<file path="src/rtl/vent_pkg.sv">
package vent_pkg;
  typedef enum logic [2:0] {
    ST_IDLE,
    ST_GRANT,
    ST_RD_PC,
    ST_RD_PSW,
    ST_PUSH_PSW,
    ST_PUSH_PC
  } vent_state_e;
endpackage

</file>
<file path="src/rtl/vent_grant.sv">
module vent_grant #(
  parameter int W = 16
) (
  input  logic         clk,
  input  logic         rst,
  input  logic         idle_i,
  input  logic         boundary_i,
  input  logic         req_i,
  input  logic         vec_valid_i,
  input  logic [W-1:0] vec_addr_i,
  output logic         start_o,
  output logic         capture_o,
  output logic         cap_odd_o,
  output logic         grant_o,
  output logic [W-1:0] vec_o
);
  logic         armed_q;
  logic         grant_q;
  logic [W-1:0] vec_q;

  assign start_o   = idle_i && boundary_i && req_i && armed_q;
  assign capture_o = grant_q && vec_valid_i;
  assign cap_odd_o = vec_addr_i[0];
  assign grant_o   = grant_q;
  assign vec_o     = vec_q;

  // a grant consumes the request; it re-arms once the line is seen low
  always_ff @(posedge clk) begin
    if (rst)          armed_q <= 1'b1;
    else if (start_o) armed_q <= 1'b0;
    else if (!req_i)  armed_q <= 1'b1;
  end

  always_ff @(posedge clk) begin
    if (rst)            grant_q <= 1'b0;
    else if (start_o)   grant_q <= 1'b1;
    else if (capture_o) grant_q <= 1'b0;
  end

  always_ff @(posedge clk) begin
    if (rst)            vec_q <= '0;
    else if (capture_o) vec_q <= vec_addr_i;
  end


  grant_rise_chk: assert property (@(posedge clk) disable iff (rst)
    $rose(grant_q) |-> $past(boundary_i && req_i && idle_i));


  grant_drop_chk: assert property (@(posedge clk) disable iff (rst)
    (grant_q && vec_valid_i) |=> !grant_q);
endmodule

</file>
<file path="src/rtl/vent_ctrl.sv">
module vent_ctrl
  import vent_pkg::*;
#(
  parameter int W = 16
) (
  input  logic         clk,
  input  logic         rst,
  input  logic         start_i,
  input  logic         capture_i,
  input  logic         cap_odd_i,
  input  logic [W-1:0] vec_i,
  input  logic [W-1:0] pc_i,
  input  logic [W-1:0] psw_i,
  input  logic [W-1:0] sp_i,
  input  logic [W-1:0] mem_rdata_i,
  input  logic         mem_ready_i,
  output logic         idle_o,
  output logic         busy_o,
  output logic [W-1:0] mem_addr_o,
  output logic         mem_rd_o,
  output logic         mem_wr_o,
  output logic [W-1:0] mem_wdata_o,
  output logic         sp_dec_o,
  output logic         load_o,
  output logic [W-1:0] new_pc_o,
  output logic [W-1:0] new_psw_o,
  output logic         done_o,
  output logic         err_o
);
  localparam int           STEP   = W / 8;
  localparam logic [W-1:0] STEP_W = W'(STEP);

  vent_state_e  st_q, st_d;
  logic [W-1:0] new_pc_q, new_psw_q;
  logic         done_q, err_q;

  always_comb begin
    st_d = st_q;
    unique case (st_q)
      ST_IDLE:     if (start_i) st_d = ST_GRANT;
      ST_GRANT:    if (capture_i) st_d = cap_odd_i ? ST_IDLE : ST_RD_PC;
      ST_RD_PC:    if (mem_ready_i) st_d = ST_RD_PSW;
      ST_RD_PSW:   if (mem_ready_i) st_d = ST_PUSH_PSW;
      ST_PUSH_PSW: if (mem_ready_i) st_d = ST_PUSH_PC;
      ST_PUSH_PC:  if (mem_ready_i) st_d = ST_IDLE;
      default:     st_d = ST_IDLE;
    endcase
  end

  always_comb begin
    mem_rd_o    = 1'b0;
    mem_wr_o    = 1'b0;
    mem_addr_o  = '0;
    mem_wdata_o = '0;
    unique case (st_q)
      ST_RD_PC: begin
        mem_rd_o   = 1'b1;
        mem_addr_o = vec_i;
      end
      ST_RD_PSW: begin
        mem_rd_o   = 1'b1;
        mem_addr_o = vec_i + STEP_W;
      end
      ST_PUSH_PSW: begin
        mem_wr_o    = 1'b1;
        mem_addr_o  = sp_i - STEP_W;
        mem_wdata_o = psw_i;
      end
      ST_PUSH_PC: begin
        mem_wr_o    = 1'b1;
        mem_addr_o  = sp_i - STEP_W;
        mem_wdata_o = pc_i;
      end
      default: ;
    endcase
  end

  assign sp_dec_o = mem_ready_i && (st_q == ST_PUSH_PSW || st_q == ST_PUSH_PC);
  assign load_o   = mem_ready_i && (st_q == ST_PUSH_PC);

  always_ff @(posedge clk) begin
    if (rst) begin
      st_q      <= ST_IDLE;
      new_pc_q  <= '0;
      new_psw_q <= '0;
      done_q    <= 1'b0;
      err_q     <= 1'b0;
    end else begin
      st_q   <= st_d;
      done_q <= load_o;
      err_q  <= (st_q == ST_GRANT) && capture_i && cap_odd_i;
      if (st_q == ST_RD_PC  && mem_ready_i) new_pc_q  <= mem_rdata_i;
      if (st_q == ST_RD_PSW && mem_ready_i) new_psw_q <= mem_rdata_i;
    end
  end

  assign idle_o    = (st_q == ST_IDLE);
  assign busy_o    = (st_q != ST_IDLE);
  assign new_pc_o  = new_pc_q;
  assign new_psw_o = new_psw_q;
  assign done_o    = done_q;
  assign err_o     = err_q;


  mem_hold_chk: assert property (@(posedge clk) disable iff (rst)
    ((mem_rd_o || mem_wr_o) && !mem_ready_i) |=>
      ($stable(mem_addr_o) && $stable(mem_rd_o) && $stable(mem_wr_o) && $stable(mem_wdata_o)));


  err_quiet_chk: assert property (@(posedge clk) disable iff (rst)
    err_q |-> (!mem_rd_o && !mem_wr_o && !busy_o));
endmodule

</file>
<file path="src/rtl/vent_regs.sv">
module vent_regs #(
  parameter int           W       = 16,
  parameter logic [W-1:0] PC_RST  = 'h0100,
  parameter logic [W-1:0] PSW_RST = 'h0000,
  parameter logic [W-1:0] SP_RST  = 'h01F0
) (
  input  logic         clk,
  input  logic         rst,
  input  logic         sp_dec_i,
  input  logic         load_i,
  input  logic [W-1:0] new_pc_i,
  input  logic [W-1:0] new_psw_i,
  output logic [W-1:0] pc_o,
  output logic [W-1:0] psw_o,
  output logic [W-1:0] sp_o
);
  localparam logic [W-1:0] STEP_W = W'(W / 8);

  logic [W-1:0] pc_q, psw_q, sp_q;

  always_ff @(posedge clk) begin
    if (rst) begin
      pc_q  <= PC_RST;
      psw_q <= PSW_RST;
      sp_q  <= SP_RST;
    end else begin
      if (sp_dec_i) sp_q <= sp_q - STEP_W;
      if (load_i) begin
        pc_q  <= new_pc_i;
        psw_q <= new_psw_i;
      end
    end
  end

  assign pc_o  = pc_q;
  assign psw_o = psw_q;
  assign sp_o  = sp_q;


  sp_step_chk: assert property (@(posedge clk) disable iff (rst)
    sp_dec_i |=> (sp_o == $past(sp_o) - STEP_W));


  reg_hold_chk: assert property (@(posedge clk) disable iff (rst)
    (!load_i && !sp_dec_i) |=> ($stable(pc_o) && $stable(psw_o) && $stable(sp_o)));
endmodule

</file>
<file path="src/rtl/vec_entry_seq.sv">
module vec_entry_seq #(
  parameter int           W       = 16,
  parameter logic [W-1:0] PC_RST  = 'h0100,
  parameter logic [W-1:0] PSW_RST = 'h0000,
  parameter logic [W-1:0] SP_RST  = 'h01F0
) (
  input  logic         clk,
  input  logic         rst,
  input  logic         boundary_i,
  input  logic         bus_req_i,
  output logic         bus_grant_o,
  input  logic         vec_valid_i,
  input  logic [W-1:0] vec_addr_i,
  output logic [W-1:0] mem_addr_o,
  output logic         mem_rd_o,
  output logic         mem_wr_o,
  output logic [W-1:0] mem_wdata_o,
  input  logic [W-1:0] mem_rdata_i,
  input  logic         mem_ready_i,
  output logic [W-1:0] pc_o,
  output logic [W-1:0] psw_o,
  output logic [W-1:0] sp_o,
  output logic         busy_o,
  output logic         entry_done_o,
  output logic         vec_err_o
);
  logic         idle, start, capture, cap_odd, sp_dec, load;
  logic [W-1:0] vec, new_pc, new_psw;

  vent_grant #(.W(W)) u_grant (
    .clk        (clk),
    .rst        (rst),
    .idle_i     (idle),
    .boundary_i (boundary_i),
    .req_i      (bus_req_i),
    .vec_valid_i(vec_valid_i),
    .vec_addr_i (vec_addr_i),
    .start_o    (start),
    .capture_o  (capture),
    .cap_odd_o  (cap_odd),
    .grant_o    (bus_grant_o),
    .vec_o      (vec)
  );

  vent_ctrl #(.W(W)) u_ctrl (
    .clk        (clk),
    .rst        (rst),
    .start_i    (start),
    .capture_i  (capture),
    .cap_odd_i  (cap_odd),
    .vec_i      (vec),
    .pc_i       (pc_o),
    .psw_i      (psw_o),
    .sp_i       (sp_o),
    .mem_rdata_i(mem_rdata_i),
    .mem_ready_i(mem_ready_i),
    .idle_o     (idle),
    .busy_o     (busy_o),
    .mem_addr_o (mem_addr_o),
    .mem_rd_o   (mem_rd_o),
    .mem_wr_o   (mem_wr_o),
    .mem_wdata_o(mem_wdata_o),
    .sp_dec_o   (sp_dec),
    .load_o     (load),
    .new_pc_o   (new_pc),
    .new_psw_o  (new_psw),
    .done_o     (entry_done_o),
    .err_o      (vec_err_o)
  );

  vent_regs #(.W(W), .PC_RST(PC_RST), .PSW_RST(PSW_RST), .SP_RST(SP_RST)) u_regs (
    .clk      (clk),
    .rst      (rst),
    .sp_dec_i (sp_dec),
    .load_i   (load),
    .new_pc_i (new_pc),
    .new_psw_i(new_psw),
    .pc_o     (pc_o),
    .psw_o    (psw_o),
    .sp_o     (sp_o)
  );


  grant_busy_chk: assert property (@(posedge clk) disable iff (rst)
    bus_grant_o |-> busy_o);


  busy_start_chk: assert property (@(posedge clk) disable iff (rst)
    $rose(busy_o) |-> bus_grant_o);


  done_idle_chk: assert property (@(posedge clk) disable iff (rst)
    entry_done_o |-> (!busy_o && !vec_err_o));
endmodule

</file>
<file path="config.mk">
export PLATFORM = sky130hd
export DESIGN_NAME = vec_entry_seq
export DESIGN_NICKNAME = d
export VERILOG_FILES = /design/src/rtl/vent_pkg.sv /design/src/rtl/vent_grant.sv /design/src/rtl/vent_ctrl.sv /design/src/rtl/vent_regs.sv /design/src/rtl/vec_entry_seq.sv
export SDC_FILE = /design/constraint.sdc
export NUM_CORES = 1
export LEC_CHECK = 0
export BUFFER_PORTS_ARGS = -buffer_cell sky130_fd_sc_hd__clkbuf_2
export CAP_MARGIN = 20
export CORE_MARGIN = 4
export CORE_UTILIZATION = 40
export CTS_CLUSTER_SIZE = 28
export DETAILED_ROUTE_END_ITERATION = 16
export SYNTH_ARGS = -nofsm -noshare
export SYNTH_HDL_FRONTEND = slang
export SYNTH_SLANG_ARGS = --single-unit
</file>
<file path="constraint.sdc">
create_clock -name clk -period 2.63 [get_ports clk]
set_clock_uncertainty 0.15 [all_clocks]
set_input_delay 0 -clock clk [delete_from_list [all_inputs] [get_ports clk]]
set_output_delay 0 -clock clk [all_outputs]
set_load 0.02 [all_outputs]
</file>
==> impl_metrics.yaml <==
cts:
  cts_root_buf: "clkbuf_16"
  cts_made_buffers: 9
  cts_sinks: 102
  clockBufferDepth: 2
  h-tree-depth: 3
  insertion_delay_ns: 0.34
  cts_tree: "done"
  clk_pin_slew_worst_paths_ns: 0.07
yosys:
  syn_area_per_cell_sq_um: 7.662
  seq_area_frac_synth: 0.4464
  syn_nets: 637
  yosysUniqueCellTypes: 38
  async_flop_share: 0
  ys_warn_count: 0
  ys_seq_elements: 102
  synth_edf_count: 0
  synthCells: 597
  syn-cell-area_sq_mm: 0.004574
  ys.flop_type: "dfxtp_1"
drt:
  drc: 0
  drt-total-wl_um: 12790
  drt_iter0_markers: 283
  dr.pass1.iters: 4
  avgRoutedWirePerCell_um: 14.45
  vias_per_cell: 5.118
  vias: 4529
  ant_nets: 0
worst_setup_path:
  cp_data_arrival_time_ns: 2.34
  slowest_delay_ns: 0.59
  crit_slowest_cell: "or4b_1"
  end_kind: "output port"
  path_cells: "inv_1, ha_1, or4b_1, nor4_2, xnor2_1, o22ai_1, clkbuf_2"
  crit_required_ns: 2.48
  worstPathMaxFanout: 6
  critPathKind: "register to output port"
  startpoint_type: "register"
timing:
  holdWs_ns: 0.01294
  fmax_ghz: 0.4016
  relSlewSlack: 0.4633
  rsz0062_at_grt: "yes"
  min_period_ns: 2.490
  setup-violations-final: 0
  hold_violations: 0
  finalCritPeriodShare: 0.9468
  tightest_slew_ns: 0.8026
  drv_slew: 0
pwr:
  power.density_mw_per_mm2: 513.8
  p_leak_uw: 0.002212
  ir_drop_uv: 376.3
run_status:
  outcome: "finished, final reports clean"
placement:
  io_buffers: 122
  gp_congestion: 0.8276
  detailed_place_hpwl_um: 9039
die:
  die_w_um: 114.9
  start_util: 0.4147
  core_sq_mm: 0.01103
  die_h_um: 114.9
  ioPinCount: 124
  placementRows: 38
  die_area_sq_mm: 0.01321
global_route:
  grt_start_max_net_pins: 50
  gr-total-overflow: 0
  gr-usage-all-layers: 0.1968
  grt_pass1_vias: 4457
  antenna_found_initial: 0
  grt_pass1_wl_um: 21130
final_layout:
  areaGrowthSynthToFinish_pct: 31.21
  nNetsFinal: 781
  final_util: 0.5441
  antenna_cells: 0
  drive_gt1_frac: 0.2188
flow_run:
  drv_cap: 0
min_path:
  hold_path_class: "input port to register"
through the flow:
stage | setup TNS (ns) | instance area, sq um | power (uW) | instances | setup slack, ns
floorplan | 0 | 4574 | 1674 | 597 | 0.3037
global route | -0.02447 | 6002 | 3181 | 885 | -0.02447
finish | 0 | 6002 | 3084 | 885 | 0.1400
global placement | 0 | 5305 | 1732 | 831 | 0.4519
detailed placement | 0 | 5305 | 1734 | 831 | 0.4347
CTS | 0 | 5991 | 3114 | 885 | 0.1000
area by class of cell:
class / count / area (sq um)
Clock buffer: 9 / 225.2
Clock inverter: 6 / 70.07
Fill cell: 1059 / 5029
Inverter: 7 / 26.28
Multi-Input combinational cell: 445 / 2336
Sequential cell: 102 / 2043
Tap cell: 140 / 175.2
Timing Repair Buffer: 176 / 1126
placed cells by master, fill, tap and decap left out, types with 2 or more instances in the layout:
master	netlist	final
o22ai_1	15	15
xor2_1	11	11
dfxtp_1	102	101
nand2_1	177	177
dlygate4sd3_1	0	39
clkbuf_16	0	9
clkinvlp_4	0	2
and2_1	2	2
nand2b_1	6	6
ha_1	2	2
or3_1	4	4
xnor2_1	25	25
nor4_1	10	9
o21ai_0	3	3
nand4_1	8	8
a21oi_1	88	88
nor4b_1	2	2
nor2_1	32	31
buf_4	1	14
or4_1	2	2
o21ai_1	2	2
nand3b_1	5	5
or2_2	2	2
nor3_1	14	13
nand3_1	8	8
inv_1	6	6
clkbuf_2	0	121
or4_4	2	2
mux2i_1	17	17
cell families after synthesis:
| kind of cell | Yosys count | share of synthesized area |
|---|---|---|
| multiplexers | 17 | 0.03720 |
| flip-flops | 102 | 0.4464 |
| other | 1 | 0.0008198 |
| AO/OA/AOI/OAI | 111 | 0.1275 |
| adder cells (fa/ha/maj) | 2 | 0.005470 |
| AND/OR/NAND/NOR | 278 | 0.2667 |
| buffers and inverters | 50 | 0.04704 |
| XOR/XNOR | 36 | 0.06893 |
what timing repair did:
action                                  CTS  global route
hold endpoints to repair                 53             0
setup buffers                             0             0
resized for setup                         0             2
endpoints found under the setup margin    0             1
hold buffers                             39             0
registers in the layout (all words and copies together), names as in the netlist:
register          flops
u_ctrl.done_o         1
u_ctrl.err_o          1
u_ctrl.new_pc_o      16
u_ctrl.new_psw_o     16
u_ctrl.st_q           3
u_grant.armed_q       1
u_grant.grant_o       1
u_grant.vec_o        16
u_regs.pc_o          16
u_regs.psw_o         16
u_regs.sp_o          15
worst max-delay path, delay by kind of cell, from the launching register on:
kind	cells	cell delay, ns
adder cells (fa/ha/maj)	1	0.25
AO/OA/AOI/OAI	1	0.12
AND/OR/NAND/NOR	2	0.88
flip-flops	1	0.36
buffers and inverters	2	0.29
XOR/XNOR	1	0.10
report_power, final:
group / internal (uW) / switching (uW)
clock network: 741 / 600
registers: 1550 / 11.2
logic: 89.9 / 89.2
total: 2380 / 700
routing by layer:
layer,wire length (um),track usage
met5,0,0
met4,182,0.05164
met3,743,0.03842
met2,6206,0.3499
met1,5656,0.2431
final timing paths:
path / slack (ns) / cells past startpoint / from / endpoint
worst max-delay path: 0.14 / 7 / u_regs.sp_o[1] / mem_addr_o[15]
worst min-delay path: 0.01 / 2 / rst / u_regs.sp_o[9]
worst max register to register: 0.40 / 4 / u_regs.sp_o[6] / u_regs.sp_o[12]
worst min register to register: 0.30 / 2 / u_ctrl.new_psw_o[10] / u_regs.psw_o[10]
cell usage after synthesis (2+ instances only):
cell type / instances / area [sq um]
a21oi_1: 88 / 440.4
and2_1: 2 / 12.51
buf_1: 2 / 7.510
buf_6: 3 / 33.78
clkbuf_1: 36 / 135.1
dfxtp_1: 102 / 2042
ha_1: 2 / 25.02
inv_1: 6 / 22.52
mux2i_1: 17 / 170.2
nand2_1: 177 / 664.4
nand2b_1: 6 / 37.54
nand3_1: 8 / 40.04
nand3b_1: 5 / 37.54
nand4_1: 8 / 50.05
nor2_1: 32 / 120.1
nor3_1: 14 / 70.07
nor4_1: 10 / 62.56
nor4b_1: 2 / 17.52
o21ai_0: 3 / 15.01
o21ai_1: 2 / 10.01
o22ai_1: 15 / 93.84
or2_2: 2 / 12.51
or3_1: 4 / 25.02
or4_1: 2 / 15.01
or4_4: 2 / 22.52
xnor2_1: 25 / 219.0
xor2_1: 11 / 96.34
(Power assumes the default switching activity.)
